<file path="src/rtl/gpt_pkg.sv">
package gpt_pkg;
  localparam int DATA_W = 32;
  localparam int ADDR_W = 3;

  localparam logic [ADDR_W-1:0] A_CTRL  = 3'd0;
  localparam logic [ADDR_W-1:0] A_COUNT = 3'd1;
  localparam logic [ADDR_W-1:0] A_LOAD  = 3'd2;
  localparam logic [ADDR_W-1:0] A_MATCH = 3'd3;
  localparam logic [ADDR_W-1:0] A_CAPT  = 3'd4;

  localparam int CTRL_W   = 13;
  localparam int B_EN     = 0;
  localparam int B_AR     = 1;
  localparam int B_PS     = 2;
  localparam int PS_W     = 4;
  localparam int B_CAP_EN = 6;
  localparam int B_EDGE   = 7;
  localparam int B_PWM    = 9;
  localparam int B_CMP    = 10;
  localparam int B_TICKM  = 11;
  localparam int B_GPO    = 12;

  typedef enum logic [1:0] {
    EDGE_NONE = 2'b00,
    EDGE_RISE = 2'b01,
    EDGE_FALL = 2'b10,
    EDGE_BOTH = 2'b11
  } cap_edge_e;
endpackage

</file>
<file path="src/rtl/gpt_prescaler.sv">
module gpt_prescaler #(
  parameter int PS_MAX = 8,
  parameter int PS_W   = 4
) (
  input  logic            clk_i,
  input  logic            rst_ni,
  input  logic            run_i,
  input  logic [PS_W-1:0] n_i,
  output logic            tick_o
);
  localparam logic [PS_W-1:0] N_CAP = PS_W'(PS_MAX);

  logic [PS_MAX-1:0] cnt_q;
  logic [PS_W-1:0]   n_eff;
  logic [PS_MAX-1:0] mask;

  always_comb begin
    n_eff  = (n_i > N_CAP) ? N_CAP : n_i;
    mask   = ~({PS_MAX{1'b1}} << n_eff);
    tick_o = run_i && ((cnt_q & mask) == mask);
  end

  always_ff @(posedge clk_i or negedge rst_ni) begin
    if (!rst_ni)      cnt_q <= '0;
    else if (!run_i)  cnt_q <= '0;
    else if (tick_o)  cnt_q <= '0;
    else              cnt_q <= cnt_q + 1'b1;
  end
endmodule

</file>
<file path="src/rtl/gpt_frac_tick.sv">
module gpt_frac_tick #(
  parameter int BASE = 32,
  parameter int NUM  = 768,
  parameter int DEN  = 1000
) (
  input  logic clk_i,
  input  logic rst_ni,
  input  logic run_i,
  output logic tick_o
);
  localparam int CYC_W = $clog2(BASE + 1);
  localparam int ACC_W = $clog2(DEN);

  logic [CYC_W-1:0] cyc_q;
  logic [ACC_W-1:0] acc_q;
  logic [ACC_W:0]   sum;
  logic             long_p;
  logic [CYC_W-1:0] last;

  always_comb begin
    // period is one longer when this step carries out of the accumulator
    long_p = acc_q >= ACC_W'(DEN - NUM);
    last   = long_p ? CYC_W'(BASE) : CYC_W'(BASE - 1);
    tick_o = run_i && (cyc_q == last);
    sum    = {1'b0, acc_q} + (ACC_W + 1)'(NUM);
  end

  always_ff @(posedge clk_i or negedge rst_ni) begin
    if (!rst_ni) begin
      cyc_q <= '0;
      acc_q <= '0;
    end else if (!run_i) begin
      cyc_q <= '0;
      acc_q <= '0;
    end else if (tick_o) begin
      cyc_q <= '0;
      acc_q <= (sum >= (ACC_W + 1)'(DEN)) ? ACC_W'(sum - (ACC_W + 1)'(DEN)) : sum[ACC_W-1:0];
    end else begin
      cyc_q <= cyc_q + 1'b1;
    end
  end
endmodule

</file>
<file path="src/rtl/gpt_counter.sv">
module gpt_counter #(
  parameter int W = 32
) (
  input  logic         clk_i,
  input  logic         rst_ni,
  input  logic         run_i,
  input  logic         tick_i,
  input  logic         reload_i,
  input  logic [W-1:0] load_i,
  input  logic         wr_i,
  input  logic [W-1:0] wr_data_i,
  output logic [W-1:0] cnt_o,
  output logic         ovf_o,
  output logic         stop_o,
  output logic         pend_o
);
  logic [W-1:0] cnt_q, pend_d_q;
  logic         pend_q;

  always_comb begin
    ovf_o  = tick_i && !pend_q && (cnt_q == {W{1'b1}});
    stop_o = ovf_o && !reload_i;
    cnt_o  = cnt_q;
    pend_o = pend_q;
  end

  always_ff @(posedge clk_i or negedge rst_ni) begin
    if (!rst_ni) begin
      cnt_q    <= '0;
      pend_d_q <= '0;
      pend_q   <= 1'b0;
    end else if (!run_i) begin
      if (wr_i)        cnt_q <= wr_data_i;
      else if (pend_q) cnt_q <= pend_d_q;
      pend_q <= 1'b0;
    end else begin
      if (tick_i) begin
        if (pend_q)      cnt_q <= pend_d_q;
        else if (ovf_o)  cnt_q <= load_i;
        else             cnt_q <= cnt_q + 1'b1;
      end
      if (wr_i) begin
        pend_q   <= 1'b1;
        pend_d_q <= wr_data_i;
      end else if (tick_i) begin
        pend_q <= 1'b0;
      end
    end
  end
endmodule

</file>
<file path="src/rtl/gpt_capture.sv">
module gpt_capture #(
  parameter int W = 32
) (
  input  logic         clk_i,
  input  logic         rst_ni,
  input  logic         trig_i,
  input  logic         en_i,
  input  logic [1:0]   edge_i,
  input  logic [W-1:0] cnt_i,
  output logic [W-1:0] cap_o
);
  import gpt_pkg::*;

  logic [2:0]   sync_q;
  logic         rise, fall, hit;
  cap_edge_e    sel;
  logic [W-1:0] cap_q;

  always_comb begin
    sel  = cap_edge_e'(edge_i);
    rise = sync_q[1] && !sync_q[2];
    fall = !sync_q[1] && sync_q[2];
    unique case (sel)
      EDGE_RISE: hit = rise;
      EDGE_FALL: hit = fall;
      EDGE_BOTH: hit = rise || fall;
      default:   hit = 1'b0;
    endcase
    cap_o = cap_q;
  end

  always_ff @(posedge clk_i or negedge rst_ni) begin
    if (!rst_ni) begin
      sync_q <= '0;
      cap_q  <= '0;
    end else begin
      sync_q <= {sync_q[1:0], trig_i};
      if (en_i && hit) cap_q <= cnt_i;
    end
  end
endmodule

</file>
<file path="src/rtl/gpt_out.sv">
module gpt_out (
  input  logic clk_i,
  input  logic rst_ni,
  input  logic pwm_i,
  input  logic ovf_i,
  input  logic match_i,
  output logic out_o
);
  always_ff @(posedge clk_i or negedge rst_ni) begin
    if (!rst_ni)       out_o <= 1'b0;
    else if (pwm_i) begin
      if (ovf_i)        out_o <= 1'b0;
      else if (match_i) out_o <= 1'b1;
    end else begin
      out_o <= ovf_i || match_i;
    end
  end
endmodule

</file>
<file path="src/rtl/gpt_timer.sv">
module gpt_timer
  import gpt_pkg::*;
#(
  parameter int PS_MAX    = 8,
  parameter int TICK_BASE = 32,
  parameter int TICK_NUM  = 768,
  parameter int TICK_DEN  = 1000
) (
  input  logic              clk_i,
  input  logic              rst_ni,
  input  logic              we_i,
  input  logic [ADDR_W-1:0] addr_i,
  input  logic [DATA_W-1:0] wdata_i,
  output logic [DATA_W-1:0] rdata_o,
  input  logic              trig_i,
  output logic              timer_o,
  output logic              gpo_o,
  output logic              tick_o
);
  logic [CTRL_W-1:0] ctrl_q;
  logic [DATA_W-1:0] load_q, match_q, cnt_q, cap_q;
  logic pre_tick, frac_tick, tick, ovf, stop, pend, match_evt;
  logic run, tick_mode;

  assign run       = ctrl_q[B_EN];
  assign tick_mode = ctrl_q[B_TICKM];

  gpt_prescaler #(.PS_MAX(PS_MAX), .PS_W(PS_W)) u_pre (
    .clk_i(clk_i), .rst_ni(rst_ni), .run_i(run && !tick_mode),
    .n_i(ctrl_q[B_PS +: PS_W]), .tick_o(pre_tick)
  );

  gpt_frac_tick #(.BASE(TICK_BASE), .NUM(TICK_NUM), .DEN(TICK_DEN)) u_frac (
    .clk_i(clk_i), .rst_ni(rst_ni), .run_i(run && tick_mode), .tick_o(frac_tick)
  );

  assign tick = tick_mode ? frac_tick : pre_tick;

  gpt_counter #(.W(DATA_W)) u_cnt (
    .clk_i(clk_i), .rst_ni(rst_ni), .run_i(run), .tick_i(tick),
    .reload_i(ctrl_q[B_AR]), .load_i(load_q),
    .wr_i(we_i && addr_i == A_COUNT), .wr_data_i(wdata_i),
    .cnt_o(cnt_q), .ovf_o(ovf), .stop_o(stop), .pend_o(pend)
  );

  assign match_evt = tick && ctrl_q[B_CMP] && (cnt_q == match_q);

  gpt_out u_out (
    .clk_i(clk_i), .rst_ni(rst_ni), .pwm_i(ctrl_q[B_PWM]),
    .ovf_i(ovf), .match_i(match_evt), .out_o(timer_o)
  );

  gpt_capture #(.W(DATA_W)) u_cap (
    .clk_i(clk_i), .rst_ni(rst_ni), .trig_i(trig_i),
    .en_i(ctrl_q[B_CAP_EN]), .edge_i(ctrl_q[B_EDGE +: 2]),
    .cnt_i(cnt_q), .cap_o(cap_q)
  );

  always_ff @(posedge clk_i or negedge rst_ni) begin
    if (!rst_ni) begin
      ctrl_q  <= '0;
      load_q  <= '0;
      match_q <= '0;
    end else begin
      if (we_i && addr_i == A_CTRL) ctrl_q <= wdata_i[CTRL_W-1:0];
      else if (stop)                ctrl_q[B_EN] <= 1'b0;
      if (we_i && addr_i == A_LOAD)  load_q  <= wdata_i;
      if (we_i && addr_i == A_MATCH) match_q <= wdata_i;
    end
  end

  always_comb begin
    unique case (addr_i)
      A_CTRL:  rdata_o = {{(DATA_W - CTRL_W){1'b0}}, ctrl_q};
      A_COUNT: rdata_o = cnt_q;
      A_LOAD:  rdata_o = load_q;
      A_MATCH: rdata_o = match_q;
      A_CAPT:  rdata_o = cap_q;
      default: rdata_o = '0;
    endcase
  end

  assign gpo_o  = ctrl_q[B_GPO];
  assign tick_o = tick;
endmodule

</file>
<file path="config.mk">
export PLATFORM = sky130hd
export DESIGN_NAME = gpt_timer
export DESIGN_NICKNAME = d
export VERILOG_FILES = /design/src/rtl/gpt_pkg.sv /design/src/rtl/gpt_prescaler.sv /design/src/rtl/gpt_frac_tick.sv /design/src/rtl/gpt_counter.sv /design/src/rtl/gpt_capture.sv /design/src/rtl/gpt_out.sv /design/src/rtl/gpt_timer.sv
export SDC_FILE = /design/constraint.sdc
export NUM_CORES = 1
export LEC_CHECK = 0
export ABC_AREA = 1
export BUFFER_PORTS_ARGS = -buffer_cell sky130_fd_sc_hd__buf_2
export CORE_MARGIN = 5
export CORE_UTILIZATION = 45
export CTS_BUF_LIST = sky130_fd_sc_hd__clkbuf_4
export DETAILED_ROUTE_END_ITERATION = 7
export PLACE_DENSITY_LB_ADDON = 0.25
export SLEW_MARGIN = 10
export SYNTH_ARGS = -nofsm -noshare
export SYNTH_HDL_FRONTEND = slang
export SYNTH_SLANG_ARGS = --single-unit
export TNS_END_PERCENT = 1
</file>
<file path="constraint.sdc">
create_clock -name clk_i -period 5.5 [get_ports clk_i]
set_clock_uncertainty 0.2 [all_clocks]
set_input_delay 0.275 -clock clk_i [delete_from_list [all_inputs] [get_ports clk_i]]
set_output_delay 0.275 -clock clk_i [all_outputs]
set_load 0.02 [all_outputs]
</file>
* Yosys cells after proc, flatten, opt, wreduce, memory -nomap -nowiden *
Index checks and enable logic that the tools add are counted.

word-level totals
  register bits after elaboration = 202
  bits of input ports = 39
  output and inout port bits = 35
  logic and storage cells = 93

operators by class
  add/sub/neg operators = 5
  order comparisons = 3
  eq/ne operators = 15
  shifts and indexed selects = 1
  mux-type cells = 26
  bitwise gates (word level) = 2
  reductions and logical operators = 28

operators with widths
  cell                                                                                   number
  32-bit two-way mux                                                                     6
  32-bit one-hot mux with 5 select lines                                                 1
  32-bit by 1-bit adder with 32-bit output, second input constant                        1
  32-bit equality test                                                                   1
  32-bit equality test, second input constant                                            1
  10-bit two-way mux                                                                     3
  6-bit two-way mux                                                                      3
  1-bit logical AND                                                                      16
  8-bit two-way mux                                                                      2
  10-bit by 10-bit adder with 11-bit output, second input constant                       1
  11-bit by 10-bit greater-or-equal comparator with 1-bit output, second input constant  1
  10-bit by 8-bit greater-or-equal comparator with 1-bit output, second input constant   1
  10-bit subtractor, second input constant                                               1
  1-bit two-way mux                                                                      9
  8-bit by 1-bit adder with 8-bit output, second input constant                          1
  8-bit AND                                                                              1
  8-bit equality test                                                                    1
  8-bit inverter                                                                         1
  8-bit by 4-bit << shifter with 8-bit output, first input constant                      1
  6-bit by 1-bit adder with 6-bit output, second input constant                          1
  3-bit by 2-bit equality test with 1-bit output, second input constant                  2
  6-bit equality test                                                                    1
  3-bit by 1-bit != test with 1-bit output, second input constant                        2
  1-bit logical NOT                                                                      5
  14 further kinds                                                                       17

* Longest topological paths before layout *
  word-level depth = 14
  mapped depth = 16
  depth with buffers taken out = 15

* Hierarchy *
A second synthesis with hierarchy kept.

second synthesis, totals
  cell total of the unflattened synthesis = 1,711
  area, all modules = 12,324.3 µm²

by module, submodules not included
  module         instances  cells an instance  area each (µm²)
  gpt_timer      1          633                4,773.3
  gpt_counter    1          740                4,743.3
  gpt_capture    1          153                1,400.1
  gpt_frac_tick  1          121                904.6
  gpt_prescaler  1          58                 457.9
  gpt_out        1          6                  45.0

* Worst setup path before layout *
No wires, ideal clock.

  path kind = register -> register
  start = reg u_cnt.cnt_q[0], in the netlist u_cnt.cnt_o[0]
  end = reg u_cnt.cnt_q[3], in the netlist u_cnt.cnt_o[3]
  library setup time = 0.121 ns
  arrival = 1.778 ns
  path slack = 3.400 ns
  cell stages (with the launch flop) = 14
  clock period less this slack = 2.100 ns
  cells stage by stage = dfrtp_1 > ha_1 > nand2_1 > nor2_4 > nand2_2 > nor2_4 > nand3_4 > nor2_8 > nand3_4 > buf_2 > nand2_1 > nand3_1 > nand2_1 > a21oi_1

between the ends
  cells in the longest elaborated chain, start to end = 6

ends and longest elaborated chain
  what                                                                                              line               source
  from (decl)                                                                                       gpt_counter.sv:17  logic [W-1:0] cnt_q, pend_d_q;
  from (signal assigned)                                                                            gpt_counter.sv:33  if (wr_i) cnt_q <= wr_data_i;
  from (signal assigned)                                                                            gpt_counter.sv:34  else if (pend_q) cnt_q <= pend_d_q;
  from (signal assigned)                                                                            gpt_counter.sv:38  if (pend_q) cnt_q <= pend_d_q;
  parallel branches: the longest is 2 deep, another holds 32-bit by 1-bit adder with 32-bit output  -
  32-bit two-way mux (*)                                                                            gpt_counter.sv:39  else if (ovf_o) cnt_q <= load_i;
  32-bit two-way mux (*)                                                                            gpt_counter.sv:38
  32-bit two-way mux (*)                                                                            gpt_counter.sv:37  if (tick_i) begin
  32-bit two-way mux (*)                                                                            gpt_counter.sv:32  end else if (!run_i) begin

Mark *: on every way between the ends. The select of a mux whose other input is x is not followed.
A chain may end at the register's enable or synchronous reset.

* Worst setup path in the final report *
  start = in addr_i[2]
  end = out rdata_o[0]

between the ends
  cells in the longest elaborated chain, start to end = 2

ends and longest elaborated chain
  what                                               line             source
  from (decl)                                        gpt_timer.sv:12  input logic [ADDR_W-1:0] addr_i,
  3-bit equality test, or another cell as far along  gpt_timer.sv:73  unique case (addr_i)
  32-bit one-hot mux with 5 select lines (*)         gpt_timer.sv:73
  to (decl)                                          gpt_timer.sv:14  output logic [DATA_W-1:0] rdata_o,

Every way passes the cells marked *; elsewhere a longest branch is shown, timed or not.

==> impl_metrics.xml <==
<?xml version="1.0" encoding="UTF-8"?>
<metrics>
  <group name="run_status">
    <metric name="run_status" unit="">finished, violations left</metric>
    <metric name="violations" unit="">negative hold slack</metric>
  </group>
  <group name="cts">
    <metric name="root_buffer" unit="">sky130_fd_sc_hd__clkbuf_4</metric>
    <metric name="worst_setup_hold_path_clk_slew" unit="ns">0.19</metric>
    <metric name="tritoncts_clock_tree" unit="">done</metric>
    <metric name="tritoncts.num_buffers" unit="">17</metric>
    <metric name="cts.sink_count" unit="">199</metric>
    <metric name="post-cts-setup-buffer-count" unit="">0</metric>
    <metric name="htree_num_levels" unit="">4</metric>
    <metric name="clockBufferDepth" unit="">2</metric>
    <metric name="clock_insertion_delay_worst_skew" unit="ns">0.63</metric>
  </group>
  <group name="critical_path">
    <metric name="worst_r2r_endpoint" unit="">u_cnt.cnt_o[9]$_DFFE_PN0P_</metric>
    <metric name="worst-endpoint-arrival" unit="ns">3.47</metric>
    <metric name="worstSetupStartpointType" unit="">primary input</metric>
    <metric name="r2r_setup_slack" unit="ns">2.16</metric>
    <metric name="r2r.worst_path.cells" unit="">15</metric>
    <metric name="critical_path.endpoint_type" unit="">primary output</metric>
    <metric name="critPathKind" unit="">primary input to primary output</metric>
    <metric name="max_fanout_on_critical_path" unit="">35</metric>
    <metric name="reg2reg_from" unit="">u_frac.acc_q[8]$_DFFE_PN0P_</metric>
    <metric name="cp.required" unit="ns">5.03</metric>
  </group>
  <group name="logic_synthesis">
    <metric name="synthesis.area" unit="sq um">11300</metric>
    <metric name="post-synth-top-area-fraction" unit="%">44.1</metric>
    <metric name="postSynth.asyncResetShare" unit="%">100</metric>
    <metric name="synth_seq_cells" unit="">199</metric>
    <metric name="leading_post_synthesis_cells_by_instance_count" unit="">333 x sky130_fd_sc_hd__nand2_1, 199 x sky130_fd_sc_hd__dfrtp_1, 197 x sky130_fd_sc_hd__nor2_1, 192 x sky130_fd_sc_hd__o21ai_0, 130 x sky130_fd_sc_hd__inv_1</metric>
    <metric name="netlist.top_cell.by_area" unit="">sky130_fd_sc_hd__dfrtp_1</metric>
    <metric name="netlist-cell-type-count" unit="">48</metric>
    <metric name="yosys_most_used_dff" unit="">sky130_fd_sc_hd__dfrtp_1</metric>
    <metric name="post-synth-top-count-cell" unit="">sky130_fd_sc_hd__nand2_1</metric>
    <metric name="post_synth_inst_count" unit="">1514</metric>
    <metric name="syn_area_per_cell" unit="sq um">7.46</metric>
    <metric name="yosysSeqAreaShare" unit="%">44.1</metric>
    <metric name="synth_nets" unit="">1562</metric>
    <metric name="netlist_top_cells_area" unit="">sky130_fd_sc_hd__dfrtp_1 44%, sky130_fd_sc_hd__nand2_1 11%, sky130_fd_sc_hd__o21ai_0 8.5%</metric>
    <metric name="synth-edff-count" unit="">0</metric>
    <metric name="synth-warning-count" unit="">0</metric>
  </group>
  <group name="floorplanning">
    <metric name="dieWidth" unit="um">168</metric>
    <metric name="placementRows" unit="">58</metric>
    <metric name="coreArea" unit="sq um">25000</metric>
    <metric name="boundaryPins" unit="">74</metric>
    <metric name="die-height" unit="um">168</metric>
    <metric name="starting_utilization_of_the_core_area" unit="%">45.2</metric>
    <metric name="dieArea" unit="sq um">28400</metric>
  </group>
  <group name="routing">
    <metric name="postRouteWirelength" unit="um">34400</metric>
    <metric name="drtPass1Iterations" unit="">5</metric>
    <metric name="routed_wire_length_per_instance" unit="um">18.0</metric>
    <metric name="drc" unit="">0</metric>
    <metric name="drtAntennaViolNets" unit="">0</metric>
    <metric name="vias" unit="">10600</metric>
    <metric name="vias_per_cell" unit="">5.57</metric>
    <metric name="drt_iter0_drc" unit="">1113</metric>
  </group>
  <group name="hold_path">
    <metric name="min_path_type" unit="">primary input to asynchronous set/reset pin</metric>
  </group>
  <group name="sta">
    <metric name="final_setup_violation_count" unit="">0</metric>
    <metric name="tightest_slew" unit="ns">1.12</metric>
    <metric name="fin_crit" unit="ns">3.94</metric>
    <metric name="grt_setup_unrepaired" unit="">false</metric>
    <metric name="clock.fmax" unit="GHz">0.254</metric>
    <metric name="finalHoldViolCount" unit="">2</metric>
    <metric name="setup_tns" unit="ns">0</metric>
    <metric name="layout_worst_path_cycle_share" unit="%">71.7</metric>
    <metric name="timing.final.max_slew_violations" unit="">0</metric>
    <metric name="worst_slew_margin_rel" unit="%">24.8</metric>
    <metric name="final.hold.worst_slack" unit="ns">-0.0115</metric>
  </group>
  <group name="place">
    <metric name="dp.final_hpwl" unit="um">22700</metric>
    <metric name="place_area" unit="sq um">11800</metric>
    <metric name="gp_congestion" unit="">0.911</metric>
    <metric name="place.port_buffers" unit="">73</metric>
  </group>
  <group name="grt">
    <metric name="met2_usage" unit="%">39.6</metric>
    <metric name="globalRouteTotalUtil" unit="%">24.5</metric>
    <metric name="grt_antenna_before_repair" unit="">1</metric>
    <metric name="grt_first_pass_wirelength" unit="um">55900</metric>
    <metric name="pin_count_of_the_biggest_net_entering_global_routing" unit="">120</metric>
    <metric name="gr-total-overflow" unit="">0</metric>
    <metric name="globalRouteMet3Util" unit="%">3.05</metric>
    <metric name="first_global_vias" unit="">10100</metric>
    <metric name="gr-max-usage-layer" unit="">met2</metric>
    <metric name="gr-usage-met1" unit="%">35.1</metric>
  </group>
  <group name="layout">
    <metric name="layout.filler_cells" unit="">2492</metric>
    <metric name="fin_nets" unit="">1611</metric>
    <metric name="synthToLayoutAreaGrowth" unit="%">10.3</metric>
    <metric name="drive_gt1_share" unit="%">9.96</metric>
    <metric name="final_area" unit="sq um">12500</metric>
  </group>
  <group name="flow_run">
    <metric name="drv.max_cap_violation_count" unit="">0</metric>
  </group>
  <group name="power">
    <metric name="power_leakage" unit="nW">5.94</metric>
    <metric name="pwr_density_cell" unit="nW/um^2">391</metric>
    <metric name="power.ir.vdd_worst" unit="V">0.000215</metric>
  </group>
</metrics>
## through the flow
| stage | util (%) | power (mW) | hold WS [ns] | instances | setup WS, ns |
|---|---|---|---|---|---|
| global placement | 47.3 | 3.97 | 0.135 | 1840 | 1.79 |
| finish | 49.9 | 4.87 | -0.0115 | 1907 | 1.56 |
| CTS | 49.9 | 4.88 | 0.00118 | 1906 | 1.69 |
| floorplan | - | 3.49 | -0.221 | 1514 | 3.40 |
| global route | 49.9 | 5.24 | 0.0251 | 1907 | 1.44 |
| detailed placement | 47.3 | 4.02 | 0.139 | 1840 | 1.74 |
## power by group
group	internal [mW]	total, mW	switching (mW)
clock	0.281	0.841	0.561
sequential	1.87	2.35	0.484
combinational	0.629	1.68	1.05
total	2.78	4.87	2.10
## metal layers
| metal | routed length [um] | up-vias |
|---|---|---|
| met5 | 0 | - |
| met4 | 561 | 0 |
| met3 | 2210 | 43 |
| met2 | 16100 | 401 |
| met1 | 15600 | 5089 |
| li1 | - | 5093 |
## what timing repair did
action / CTS / global route
hold buffers: 34 / 0
hold endpoints to repair: 222 / 0
gates resized for setup: 0 / 0
endpoints found under the setup margin: 0 / 0
## flip-flops by register name, indices dropped and copies added (netlist names), 3 cells and up
name / flops
u_frac.cyc_q: 6
u_cnt.pend_d_q: 32
ctrl_q: 13
u_cnt.cnt_o: 32
u_pre.cnt_q: 8
load_q: 32
u_cap.sync_q: 3
u_frac.acc_q: 7
u_cap.cap_o: 32
match_q: 32
## cells by family (layout without fill, tap and decap cells)
family,count (synthesis),count (layout),share of synthesized area [%]
AO/OA/AOI/OAI,333,333,16.6
XOR/XNOR,50,50,3.88
adder cells (fa/ha/maj),9,9,0.997
buffers and inverters,226,288,7.97
flip-flops,199,199,44.1
multiplexers,3,3,0.288
other,0,1,0
AND/OR/NAND/NOR,694,694,26.2
## area by class of cell
type                            count  area (sq um)  area share, %
Clock buffer                       17           128           1.02
Multi-Input combinational cell   1089          5430           43.6
Inverter                          136           510           4.10
Clock inverter                     15           164           1.32
Tap cell                          330           413           3.32
Timing Repair Buffer              120           825           6.62
Sequential cell                   199          4980           40.0
Antenna cell                        1          2.50         0.0201
## worst max-delay path, stage by stage
cell,delay (ns)
sky130_fd_sc_hd__buf_2,0.65
sky130_fd_sc_hd__nor2_1,0.18
sky130_fd_sc_hd__nand2_1,0.38
sky130_fd_sc_hd__clkinv_1,0.93
sky130_fd_sc_hd__a221oi_1,0.61
sky130_fd_sc_hd__o21ai_0,0.21
sky130_fd_sc_hd__buf_2,0.22
## how the worst max path moves through the flow
stage	start	endpoint	slack, ns	cells after the start
detailed placement	addr_i[2]	rdata_o[0]	1.74	7
global placement	addr_i[2]	rdata_o[0]	1.79	7
CTS	addr_i[2]	rdata_o[0]	1.69	7
finish	addr_i[2]	rdata_o[0]	1.56	7
global route	addr_i[2]	rdata_o[9]	1.44	7
floorplan	u_cnt.cnt_o[0]$_DFFE_PN0P_	u_cnt.cnt_o[3]$_DFFE_PN0P_	3.40	13
## cells in the final DEF, fill, tap and decap left out, types with 3 or more instances in the layout
master                            n
sky130_fd_sc_hd__a22oi_1          4
sky130_fd_sc_hd__nand2_1        329
sky130_fd_sc_hd__nor3_1          23
sky130_fd_sc_hd__nand2_2         10
sky130_fd_sc_hd__inv_6            5
sky130_fd_sc_hd__xor2_1          34
sky130_fd_sc_hd__or2_2            4
sky130_fd_sc_hd__o21ai_2          6
sky130_fd_sc_hd__a221oi_1         6
sky130_fd_sc_hd__o21ai_0        192
sky130_fd_sc_hd__inv_2            6
sky130_fd_sc_hd__clkinv_1         3
sky130_fd_sc_hd__nand4_1         34
sky130_fd_sc_hd__nand3_1         82
sky130_fd_sc_hd__nor2_1         196
sky130_fd_sc_hd__nor2_2           3
sky130_fd_sc_hd__nor2_4           3
sky130_fd_sc_hd__a32o_1           5
sky130_fd_sc_hd__buf_4           12
sky130_fd_sc_hd__dfrtp_1        199
sky130_fd_sc_hd__buf_2           72
sky130_fd_sc_hd__a21oi_1         78
sky130_fd_sc_hd__ha_1             9
sky130_fd_sc_hd__dlygate4sd3_1   34
sky130_fd_sc_hd__xnor2_1         16
sky130_fd_sc_hd__clkbuf_4        17
sky130_fd_sc_hd__o22ai_1         10
sky130_fd_sc_hd__o2111ai_1       24
sky130_fd_sc_hd__inv_1          128
No activity file was read; power rests on OpenSTA's default activity.
